==> src/rtl/dram_refresh_seq.sv <==
module dram_refresh_seq #(
  parameter int PAUSE_CYC    = 20000,
  parameter int REF_INTERVAL = 1560,
  parameter int WAKE_CNT     = 8,
  parameter int CSR_CYC      = 1,
  parameter int CHR_CYC      = 1,
  parameter int RAS_CYC      = 5,
  parameter int RP_CYC       = 4,
  parameter int MAX_PEND     = 7,
  parameter int ROW_W        = 10,
  parameter bit RAS_ONLY     = 1'b0
) (
  input  logic             clk,
  input  logic             rst_n,
  input  logic             ref_gnt,
  output logic             ref_req,
  output logic             ras_n,
  output logic             cas_lo_n,
  output logic             cas_hi_n,
  output logic             row_addr_en,
  output logic [ROW_W-1:0] row_addr,
  output logic             init_done,
  output logic             overdue
);
  localparam int T1   = (PAUSE_CYC > RAS_CYC) ? PAUSE_CYC : RAS_CYC;
  localparam int T2   = (T1 > CSR_CYC) ? T1 : CSR_CYC;
  localparam int TMAX = (T2 > RP_CYC) ? T2 : RP_CYC;
  localparam int TW   = $clog2(TMAX + 1);
  localparam int IW   = $clog2(REF_INTERVAL + 1);
  localparam int PW   = $clog2(MAX_PEND + 1);
  localparam int BW   = $clog2(WAKE_CNT + 1);

  typedef enum logic [2:0] {S_PAUSE, S_IDLE, S_REQ, S_SETUP, S_RAS, S_PRE} st_t;

  st_t         st;
  logic [TW-1:0] tcnt;
  logic [BW-1:0] burst;
  logic [IW-1:0] icnt;
  logic [PW-1:0] pend;
  logic        waking, rewake, init_q, overdue_q;

  wire tick     = (st != S_PAUSE) && (icnt == IW'(REF_INTERVAL - 1));
  wire take     = (st == S_REQ) && ref_gnt;
  wire pre_end  = (st == S_PRE) && (tcnt == TW'(RP_CYC - 1));
  wire last_end = pre_end && (burst == BW'(1));
  wire cas_act  = !RAS_ONLY && ((st == S_SETUP) || ((st == S_RAS) && (tcnt < TW'(CHR_CYC))));

  assign ref_req     = (st == S_REQ) || (st == S_SETUP) || (st == S_RAS) || (st == S_PRE);
  assign ras_n       = (st != S_RAS);
  assign cas_lo_n    = !cas_act;
  assign cas_hi_n    = !cas_act;
  assign row_addr_en = RAS_ONLY && ((st == S_SETUP) || (st == S_RAS));
  assign init_done   = init_q;
  assign overdue     = overdue_q;

  always_ff @(posedge clk or negedge rst_n) begin
    if (!rst_n) begin
      st     <= S_PAUSE;
      tcnt   <= '0;
      burst  <= '0;
      waking <= 1'b0;
    end else begin
      case (st)
        S_PAUSE:
          if (tcnt == TW'(PAUSE_CYC - 1)) begin
            st   <= S_IDLE;
            tcnt <= '0;
          end else tcnt <= tcnt + 1'b1;
        S_IDLE:
          if (!ref_gnt && (rewake || pend != '0)) st <= S_REQ;
        S_REQ:
          if (ref_gnt) begin
            st     <= S_SETUP;
            tcnt   <= '0;
            burst  <= rewake ? BW'(WAKE_CNT) : BW'(1);
            waking <= rewake;
          end
        S_SETUP:
          if (tcnt == TW'(CSR_CYC - 1)) begin
            st   <= S_RAS;
            tcnt <= '0;
          end else tcnt <= tcnt + 1'b1;
        S_RAS:
          if (tcnt == TW'(RAS_CYC - 1)) begin
            st   <= S_PRE;
            tcnt <= '0;
          end else tcnt <= tcnt + 1'b1;
        S_PRE:
          if (pre_end) begin
            tcnt  <= '0;
            burst <= burst - 1'b1;
            if (last_end) begin
              st     <= S_IDLE;
              waking <= 1'b0;
            end else st <= S_SETUP;
          end else tcnt <= tcnt + 1'b1;
        default: st <= S_IDLE;
      endcase
    end
  end

  always_ff @(posedge clk or negedge rst_n) begin
    if (!rst_n) begin
      icnt      <= '0;
      pend      <= '0;
      rewake    <= 1'b1;
      init_q    <= 1'b0;
      overdue_q <= 1'b0;
    end else begin
      if (st != S_PAUSE) icnt <= tick ? '0 : icnt + 1'b1;
      if (last_end && waking && !rewake) init_q <= 1'b1;
      if (take && rewake) begin
        pend   <= tick ? PW'(1) : '0;
        rewake <= 1'b0;
      end else if (tick && !take) begin
        if (pend == PW'(MAX_PEND)) begin
          overdue_q <= 1'b1;
          rewake    <= 1'b1;
          init_q    <= 1'b0;
        end else pend <= pend + 1'b1;
      end else if (take && !tick) pend <= pend - 1'b1;
    end
  end

  generate
    if (RAS_ONLY) begin : g_row
      logic [ROW_W-1:0] row_q;
      always_ff @(posedge clk or negedge rst_n) begin
        if (!rst_n) row_q <= '0;
        else if (pre_end) row_q <= row_q + 1'b1;
      end
      assign row_addr = row_q;
    end else begin : g_norow
      assign row_addr = '0;
    end
  endgenerate
endmodule

==> config.mk <==
export PLATFORM = sky130hd
export DESIGN_NAME = dram_refresh_seq
export DESIGN_NICKNAME = d
export VERILOG_FILES = /design/src/rtl/dram_refresh_seq.sv
export SDC_FILE = /design/constraint.sdc
export NUM_CORES = 1
export LEC_CHECK = 0
export ABC_AREA = 1
export CORE_AREA = 2 2 53 104
export DETAILED_ROUTE_END_ITERATION = 12
export DIE_AREA = 0 0 55 106
export DONT_BUFFER_PORTS = 1
export PLACE_DENSITY = 0.72
export SYNTH_ARGS = -nofsm -noshare
export SYNTH_HDL_FRONTEND = slang
export SYNTH_SLANG_ARGS = --single-unit
==> constraint.sdc <==
create_clock -name clk -period 1.75 [get_ports clk]
set_input_delay 0.4375 -clock clk [delete_from_list [all_inputs] [get_ports clk]]
set_output_delay 0.4375 -clock clk [all_outputs]
set_load 0.02 [all_outputs]
Yosys cells after proc, flatten, opt, wreduce, memory -nomap -nowiden:

Index checks and enable logic that the tools add are counted.

* add/subtract/negate cells: 5
* multiply operators: 0
* div/mod/pow operators: 0
* $lt $le $gt $ge: 1
* equal/unequal tests: 20
* shift-type cells: 0
* muxes and demuxes: 35
* bitwise logic cells: 1
* reduce and logical (&&, ||, !) cells: 37

Operator list (number)
* $mux W15: 5
* $pmux W15 S5: 1
* $mux W3: 10
* $pmux W3 S6: 1
* $add A15 B1 Y15 const B: 1
* $eq A15 B15 Y1 const B: 1
* $eq A15 B2 Y1 const B: 1
* $eq A15 B3 Y1 const B: 1
* $logic_not A15 Y1: 1
* $lt A15 B1 Y1 const B: 1
* $mux W4: 3
* $add A11 B1 Y11 const B: 1
* $eq A11 B11 Y1 const B: 1
* $logic_and A1 B1 Y1: 11
* $mux W1: 11
* $mux W11: 1
* $ne A2 B2 Y1 const B: 5
* $eq A3 B3 Y1 const B: 3
* $reduce_bool A3 Y1: 3
* $pmux W4 S2: 1
* $eq A3 B2 Y1 const B: 2
* $ne A3 B3 Y1 const B: 2
* $reduce_and A2 Y1: 3
* $reduce_and A3 Y1: 2
* other kinds (16): 27

* register bits: 40
* latch bits: 0
* RAM bits: 0
* ROM bits: 0
* output and inout bits: 17
* logic and storage cells: 108
* memories kept: 0

Logic depth before layout (Yosys ltp):

Gate-level depths: netlist (run 1).

* depth after elaboration: 9
* mapped depth: 12
* depth with buffers taken out: 11

Worst setup path after synthesis (run 1):

No wires, ideal clock.

* kind: register to output
* from: register st[0]
* to: output port cas_lo_n
* arrival: 1.435 ns
* required time: 1.312 ns
* setup slack: -0.122 ns
* stages on the path, launching flop included: 8
* cells stage by stage: dfrtp_1 -> buf_2 -> nor2_2 -> nand2_2 -> nor4_1 -> a31o_2 -> inv_1 -> buf_4

* word-level cells in the longest chain between the ends: 4
* elaborated cells between the ends (all ways): 5
* those cells by class: eq/ne: 2; reduce/logical: 3

Ends and longest elaborated chain
* from (decl): RTL line 35 `st_t st;`
* from (signal assigned): RTL line 58 `st <= S_PAUSE;`
* from (signal assigned): RTL line 66 `st <= S_IDLE;`
* from (signal assigned): RTL line 70 `if (!ref_gnt && (rewake || pend != '0)) st <= S_REQ;`
* $eq A3 B3 Y1: RTL line 46 `wire cas_act = !RAS_ONLY && ((st == S_SETUP) || ((st == S_RAS) && (tcnt < TW'(CHR_CYC))));`
* $logic_and A1 B1 Y1: RTL line 46
* $logic_or A1 B1 Y1 *: RTL line 46
* $logic_not A1 Y1 *
* to (decl): RTL line 18 `output logic cas_lo_n,`

Every way passes the cells marked *; elsewhere a longest branch is shown, timed or not.

Worst setup path after layout (run 1):

* from: register st[1]
* to: output port cas_hi_n

* word-level cells in the longest chain between the ends: 4
* elaborated cells between the ends (all ways): 5
* those cells by class: eq/ne: 2; reduce/logical: 3

Ends and longest elaborated chain
* $eq A3 B3 Y1: RTL line 46
* $logic_and A1 B1 Y1: RTL line 46
* $logic_or A1 B1 Y1 *: RTL line 46
* $logic_not A1 Y1 *: RTL line 51 `assign cas_hi_n = !cas_act;`
* to (decl): RTL line 19 `output logic cas_hi_n,`

Marks and branches as above.

==> impl_results.md, run 1 <==
* Setup crit start kind: register
* Synth Area in Compound Gates at under 10%
* Largest net degree at the start of global routing at slightly above 40
* Crit path depth at 5
* Chip height at 106 um
* Core Area at between 5000 and 6000 um2
* Synthesis-to-finish area growth at 24.83%
* Global Route Usage Sum at ~26%
* Failing checks: setup timing
* Fin nets at around 460
* YS warnings at 0
* XOR/XNOR Fraction of Synth Area at under 10%
* CP endpoint: cas_hi_n
* Top Ports at 20
* Fin. Hold Viols at 0
* Most frequent cells in the layout: 97 x nand2_1, 47 x buf_4, 44 x inv_1
* Share of layout cells above drive strength 1 at between 20% and 30%
* Number of diodes at 0
* FFs w/ async S/R, synth at 100.0%
* Fraction of synthesized area in multiplexers at 0%
* Count of standard-cell rows at 37
* TritonCTS clock tree: built
* Cell taking the most area after synthesis: dfrtp_1
* Top_reg_cell synth: dfrtp_1
* Post-Synth Simple-Gate Area at about two fifths
* Setup WS pre-CTS at ~45 ps
* DRT Wirelength at around 7.1 mm
* Critical Path Start: st[1]
* Mapped Area at approximately 2800 um2
* Max cap viols at 0
* Crit Path Class: reg2out
* Worst-path clk slew at 70 ps
* Vias in the first global route at 2742
* CTS H-tree depth at 2
* RSZ-0062 raised after global routing: yes
* CTS max path bufs at 2
* Final Non-Filler Cells at a little over 500
* Final hold slack at 361.2 ps
* First-pass GRT wire length at 11.05 mm
* Die area at around 5800 um2
* DRC violations left at 0
* Final WS setup at -146.5 ps
* Vias per std cell at 5.265
* Worst path arrival time at 1460 ps
* Antenna Nets Post-Route at 0
* Post-synth top area share at 34.84%
* Worst Path Required at between 1000 and 1500 ps
* Clock latency on the worst-skew pair at around 300 ps
* R2R depth at 11
* Reg2Reg Setup Slack at roughly 10 ps
* Most common cell after layout, fill and taps aside: nand2_1
* Outcome: finished, violations left
* Clock Tree Root: clkbuf_8
* Unique masters post-synth at 39
* Synth Area in Adders at approximately 2.9%
* TritonCTS Buffers at 5
* Drt wl/cell at about 14 um
* Peak VDD IR at between 400 and 500 uV
* Placed insts at 484
* Die width at 55 um
* PortBufs at 0
* PwrDens at approximately 460 nW/um2
* Fill count at around 430
* R2r startpoint: tcnt[1]
* WP buf/inv at 1
* Routability cong. at ~0.85
* Final setup viols at 2
* Worst min-delay path class: in2reg
* Hpwl dp at about 5.3 mm
* Clock sink total at 40
* Leak at between 0.0015 and 0.002 uW
* Routed vias at 2664
* Nature of the critical path endpoint: output port
* First DRT Iteration DRCs at between 60 and 70
* CP Max Fanout at 5
* Tmin final at between 1500 and 2000 ps
* Synthesized flop and latch total at 40
* Avg Cell Area, Syn at approximately 7 um2
* Worst Skew at 7.504 ps
* Initial Util at a little under three fifths
* Synth top area cells: dfrtp_1 35%, nand2_1 14%, inv_1 6.3%, nand3_1 6.3%, nor2_1 6.0%
* TritonRoute pass-1 iters at 4
* Max Clk Rate at 0.5273 GHz
* Tot Pwr at 1617 uW
* Crit path cell chain: nor2_4, nand2_4, nor4_4, a31o_4, inv_4
* Largest family of logic cells by synthesized area: simple AND/OR/NAND/NOR gates
* Fin crit share at 108.4%
* Layout Utilization at just under 70%
* Sequential share of the synthesized area at a little over a third
* Max incr delay on CP at approximately 440 ps
* Fin. max-slew vios at 0
* R2r endpoint: tcnt[12]
* Initial antenna violation count at 0
* Post-synth EDFFs at 0
* CP max-delay cell: dfrtp_2
* Post-Synthesis Cells at ~390
* CP delay by family, top: simple AND/OR/NAND/NOR gates
* Grt total ovfl at 0
[final cells by class]
class / count / area (um2) / area share (%)
multi-input cells: 295 / 1713 / 48.98
repair buffers: 52 / 410.4 / 11.74
flip-flops and latches: 40 / 1005 / 28.73
well taps: 58 / 72.57 / 2.075
clock buffers: 8 / 90.09 / 2.576
inverters: 53 / 206.4 / 5.903
[cell usage after synthesis, drive strengths merged, types with 3 or more instances]
cell type,n
nand2,116
nor2,54
inv,53
dfrtp,39
nand3,36
o21ai,23
buf,15
xor2,9
nor3,8
a21oi,7
nand4,7
ha,5
o311ai,4
nand3b,3
[logic make-up (layout without fill, tap and decap cells)]
| group | Yosys count | count (layout) |
|---|---|---|
| other cells | 1 | 11 |
| xor+xnor | 11 | 11 |
| simple gates | 229 | 229 |
| fa+ha+maj | 6 | 6 |
| compound gates | 38 | 38 |
| flops | 40 | 40 |
| buf+inv | 68 | 113 |
[how the worst min path moves through the flow]
stage                       start  endpoint  slack, ps  cells past startpoint
after floorplan             rst_n  burst[0]        140                      0
after global placement      rst_n   tcnt[9]        140                      0
after detailed placement    rst_n   tcnt[9]        140                      0
after CTS                 ref_gnt    rewake        400                      3
after global routing      ref_gnt    rewake        360                      3
final                     ref_gnt    rewake        360                      3
[what timing repair did]
item | in CTS | in global routing
endpoints found under the hold margin | 40 | 0
gates resized for setup | 3 | 47
hold buffers | 2 | 0
endpoints found under the setup margin | 2 | 25
setup buffers | 5 | 6
gates cloned | 0 | 1
pin swaps | 4 | 18
[where the power goes]
group / leakage (uW) / switching, uW / internal [uW]
logic: 0.00121 / 40.7 / 6.63
registers: 0.000502 / 0 / 924
clock network: 0.0000455 / 324 / 322
total: 0.00175 / 364 / 1250
[layer usage]
| metal | GRT usage (%) | up-vias | routed length (um) |
|---|---|---|---|
| li1 | - | 1338 | - |
| met1 | 22.69 | 1252 | 2472 |
| met2 | 48.04 | 49 | 4161 |
| met3 | 4.775 | 25 | 182 |
| met4 | 15.16 | 0 | 326 |
| met5 | 0 | - | 0 |
[state kept, by name, summed over array words and instances (netlist names)]
signal and count:
overdue 1, pend 3, tcnt 15, burst 4
icnt 11, st 3, waking 1, rewake 1
init_done 1
[through the flow]
step,setup TNS (ps),cell area [um2]
floorplan,-11.60,2865
global placement,0,3108
detailed placement,0,3108
CTS,-307.5,3274
global route,-1268,3497
finish,-293.0,3497
[worst register-to-register path, cell delays in order, from the launching register on]
cell	delay (ps)
dfrtp_1	350
buf_4	120
ha_4	140
nand2_2	80
nor2_4	180
nand2_2	90
nor2_2	130
nand4_1	130
nand2_2	130
clkinv_4	120
nand3_1	90
o21ai_0	70
Power figures use the tool's default switching activity.
==> inputs of run 2 (changes only) <==
--- a/config.mk
+++ b/config.mk
@@ -6,10 +6,13 @@
 export NUM_CORES = 1
 export LEC_CHECK = 0
 export ABC_AREA = 1
-export CORE_AREA = 2 2 53 104
+export CELL_PAD_IN_SITES_DETAIL_PLACEMENT = 0
+export CELL_PAD_IN_SITES_GLOBAL_PLACEMENT = 1
+export CORE_AREA = 2 2 61 121
 export DETAILED_ROUTE_END_ITERATION = 12
-export DIE_AREA = 0 0 55 106
+export DIE_AREA = 0 0 63 123
 export DONT_BUFFER_PORTS = 1
+export GPL_TIMING_DRIVEN = 0
 export PLACE_DENSITY = 0.72
 export SYNTH_ARGS = -nofsm -noshare
 export SYNTH_HDL_FRONTEND = slang
==> run 2 against run 1 <==
Net effect: the run ends with hold timing, setup timing left; largest cell class unchanged; global-route usage down 6.3 points; critical path depth rose by 1; clock-buffer cell count shrank 3; sequential power is essentially flat; worst hold slack got worse by 370 ps; via count shrank 3.8%; non-clock buffer count is 12 lower; flip-flop and latch count unchanged; sequential share of layout area decreased by 0.50 points; power up 27%.
==> impl_results.md, run 2 (synthesized netlist as in run 1, its figures left out) <==
* Setup crit start kind: register
* First DRT Iteration DRCs at 194 (+190%)
* Initial Util at 41.00% (-14 points)
* Placed insts at 493 (+1.9%)
* Final Non-Filler Cells at 527 (+4.2%)
* Largest registers: tcnt x15, icnt x11, burst x4
* Reg2Reg Setup Slack at -20 ps (-30 ps)
* First-pass GRT wire length at 11.81 mm (+6.9%)
* Worst Skew at 2.743 ps (-4.761 ps)
* Crit Path Class: reg2out
* Largest net degree at the start of global routing at 41 (unchanged)
* TritonCTS clock tree: built
* Max cap viols at 0 (unchanged)
* Max Clk Rate at 0.5147 GHz (-2.4%)
* PwrDens at 570.3 nW/um2 (+23%)
* Worst-path clk slew at 60 ps (about the same)
* Final hold slack at -7.943 ps (-369.2 ps)
* DRC violations left at 0 (unchanged)
* Clock sink total at 40 (unchanged)
* TritonCTS Buffers at 5 (unchanged)
* Number of flip-flops in the largest register at 15 (unchanged)
* Outcome: finished, violations left
* Routability cong. at 0.8674 (+2.2%)
* Most common cell after layout, fill and taps aside: nand2_1
* Synthesis-to-finish area growth at 28.14%
* Chip height at 123 um (+16%)
* Fin crit share at 111.0% (+2.7 points)
* Fin. max-slew vios at 0 (unchanged)
* R2r startpoint: st[1]
* Most flops, register: tcnt
* CTS max path bufs at 2 (unchanged)
* CTS H-tree depth at 2 (unchanged)
* R2r endpoint: pend[2]
* Tmin final at 1943 ps (+46.54 ps)
* Most frequent cells in the layout: 98 x nand2_1, 40 x inv_1, 36 x buf_4
* Final setup viols at 3 (+1)
* Antenna Nets Post-Route at 0 (unchanged)
* Drt wl/cell at 13.01 um (-7.8%)
* Fill count at 713 (+64%)
* Core Area at 6833 um2 (+34%)
* CP Max Fanout at 4 (-1)
* TritonRoute pass-1 iters at 5 (+1)
* Share of layout cells above drive strength 1 at 29.52% (+1.6 points)
* Fin. Hold Viols at 22 (+22)
* Number of diodes at 0 (unchanged)
* Hpwl dp at 4.771 mm (-9.7%)
* Leak at 0.001723 uW (-1.7%)
* Top Ports at 20 (unchanged)
* Fin nets at 445 (-2.4%)
* Final Instance Area at 3590 um2 (+2.6%)
* Initial antenna violation count at 0 (unchanged)
* RSZ-0062 raised after global routing: yes
* Worst path arrival time at 1510 ps (+50 ps)
* Routed vias at 2562 (-3.8%)
* Clock latency on the worst-skew pair at 290 ps (about the same)
* Vias per std cell at 4.861 (-7.7%)
* Failing checks: hold timing, setup timing
* R2R depth at 11 (unchanged)
* DRT Wirelength at 6.858 mm (-4.0%)
* Clock Tree Root: clkbuf_16
* Worst min-delay path class: in2async
* Die area at 7749 um2 (+33%)
* PortBufs at 0 (unchanged)
* Area post-placement at 2978 um2 (-4.2%)
* Final WS setup at -193.0 ps (-46.54 ps)
* Nature of the critical path endpoint: output port
* Peak VDD IR at 410.7 uV (-8.7%)
* Worst Path Required at 1310 ps (about the same)
* Grt total ovfl at 0 (unchanged)
* Die width at 63 um (+15%)
* Vias in the first global route at 2470 (-9.9%)
* Global Route Usage Sum at 19.29% (-6.3 points)
* Count of standard-cell rows at 43 (+16%)
-- run 2: how the worst max path moves through the flow --
stage	from	end	slack (ps)	cells after the start
2_1_floorplan	st[0]	cas_lo_n	-10	7
3_3_place_gp	st[2]	pend[2]	-130	10
3_5_place_dp	st[2]	pend[2]	-160	10
4_1_cts	st[0]	cas_lo_n	-250	7
5_1_grt	tcnt[2]	cas_lo_n	-280	6
6_report	tcnt[13]	cas_lo_n	-190	6
-- run 2: per-layer routing --
layer | up-vias | global-route usage [%] | share of wire (%)
met1 | 1211 | 24.94 | 45
met4 | 0 | 7.778 | 1.7
met2 | 30 | 32.11 | 51
li1 | 1315 | - | -
met3 | 6 | 2.912 | 2.5
met5 | - | 0 | 0
-- run 2: cell type report --
cell class,instances,area [um2],area share (%)
multi-input cells,296,1767,49.22
well taps,90,112.6,3.137
clock buffers,5,125.1,3.486
repair buffers,26,211.5,5.891
flip-flops and latches,40,1013,28.23
clock inverters,3,42.54,1.185
inverters,53,211.5,5.891
plain buffers,14,106.4,2.963
-- run 2: where the power goes --
part	total, uW	internal (uW)	leakage (uW)	switching [uW]
logic	64.9	21.8	0.00115	43.2
clock network	1060	670	0.0000798	388
registers	925	925	0.000493	0
-- run 2: repair_timing --
item | in CTS | in global routing
gates cloned | 1 | 0
endpoints found under the setup margin | 17 | 26
hold endpoints to repair | 40 | 0
hold buffers | 1 | 0
gates resized for setup | 13 | 55
setup buffers | 8 | 17
pin swaps | 6 | 12
-- run 2: worst max-delay path: stages, from the launching register on --
cell	delay, ps
dfrtp_1	410
nor2_2	150
nand2_1	100
nor2_4	180
a31o_2	200
inv_4	60
buf_6	120
-- run 2: stage by stage --
step	utilization, %	setup slack, ps	hold slack (ps)	total power [uW]	TNS (ps)
2_1_floorplan	-	-11.60	141.9	982.7	-11.60
3_3_place_gp	43.58	-131.3	143.0	982.9	-1236
3_5_place_dp	43.58	-160.9	143.0	982.9	-1668
4_1_cts	48.23	-251.1	1.162	2074	-576.6
5_1_grt	52.54	-277.9	8.225	2117	-790.6
6_report	52.54	-193.0	-7.943	2047	-282.7
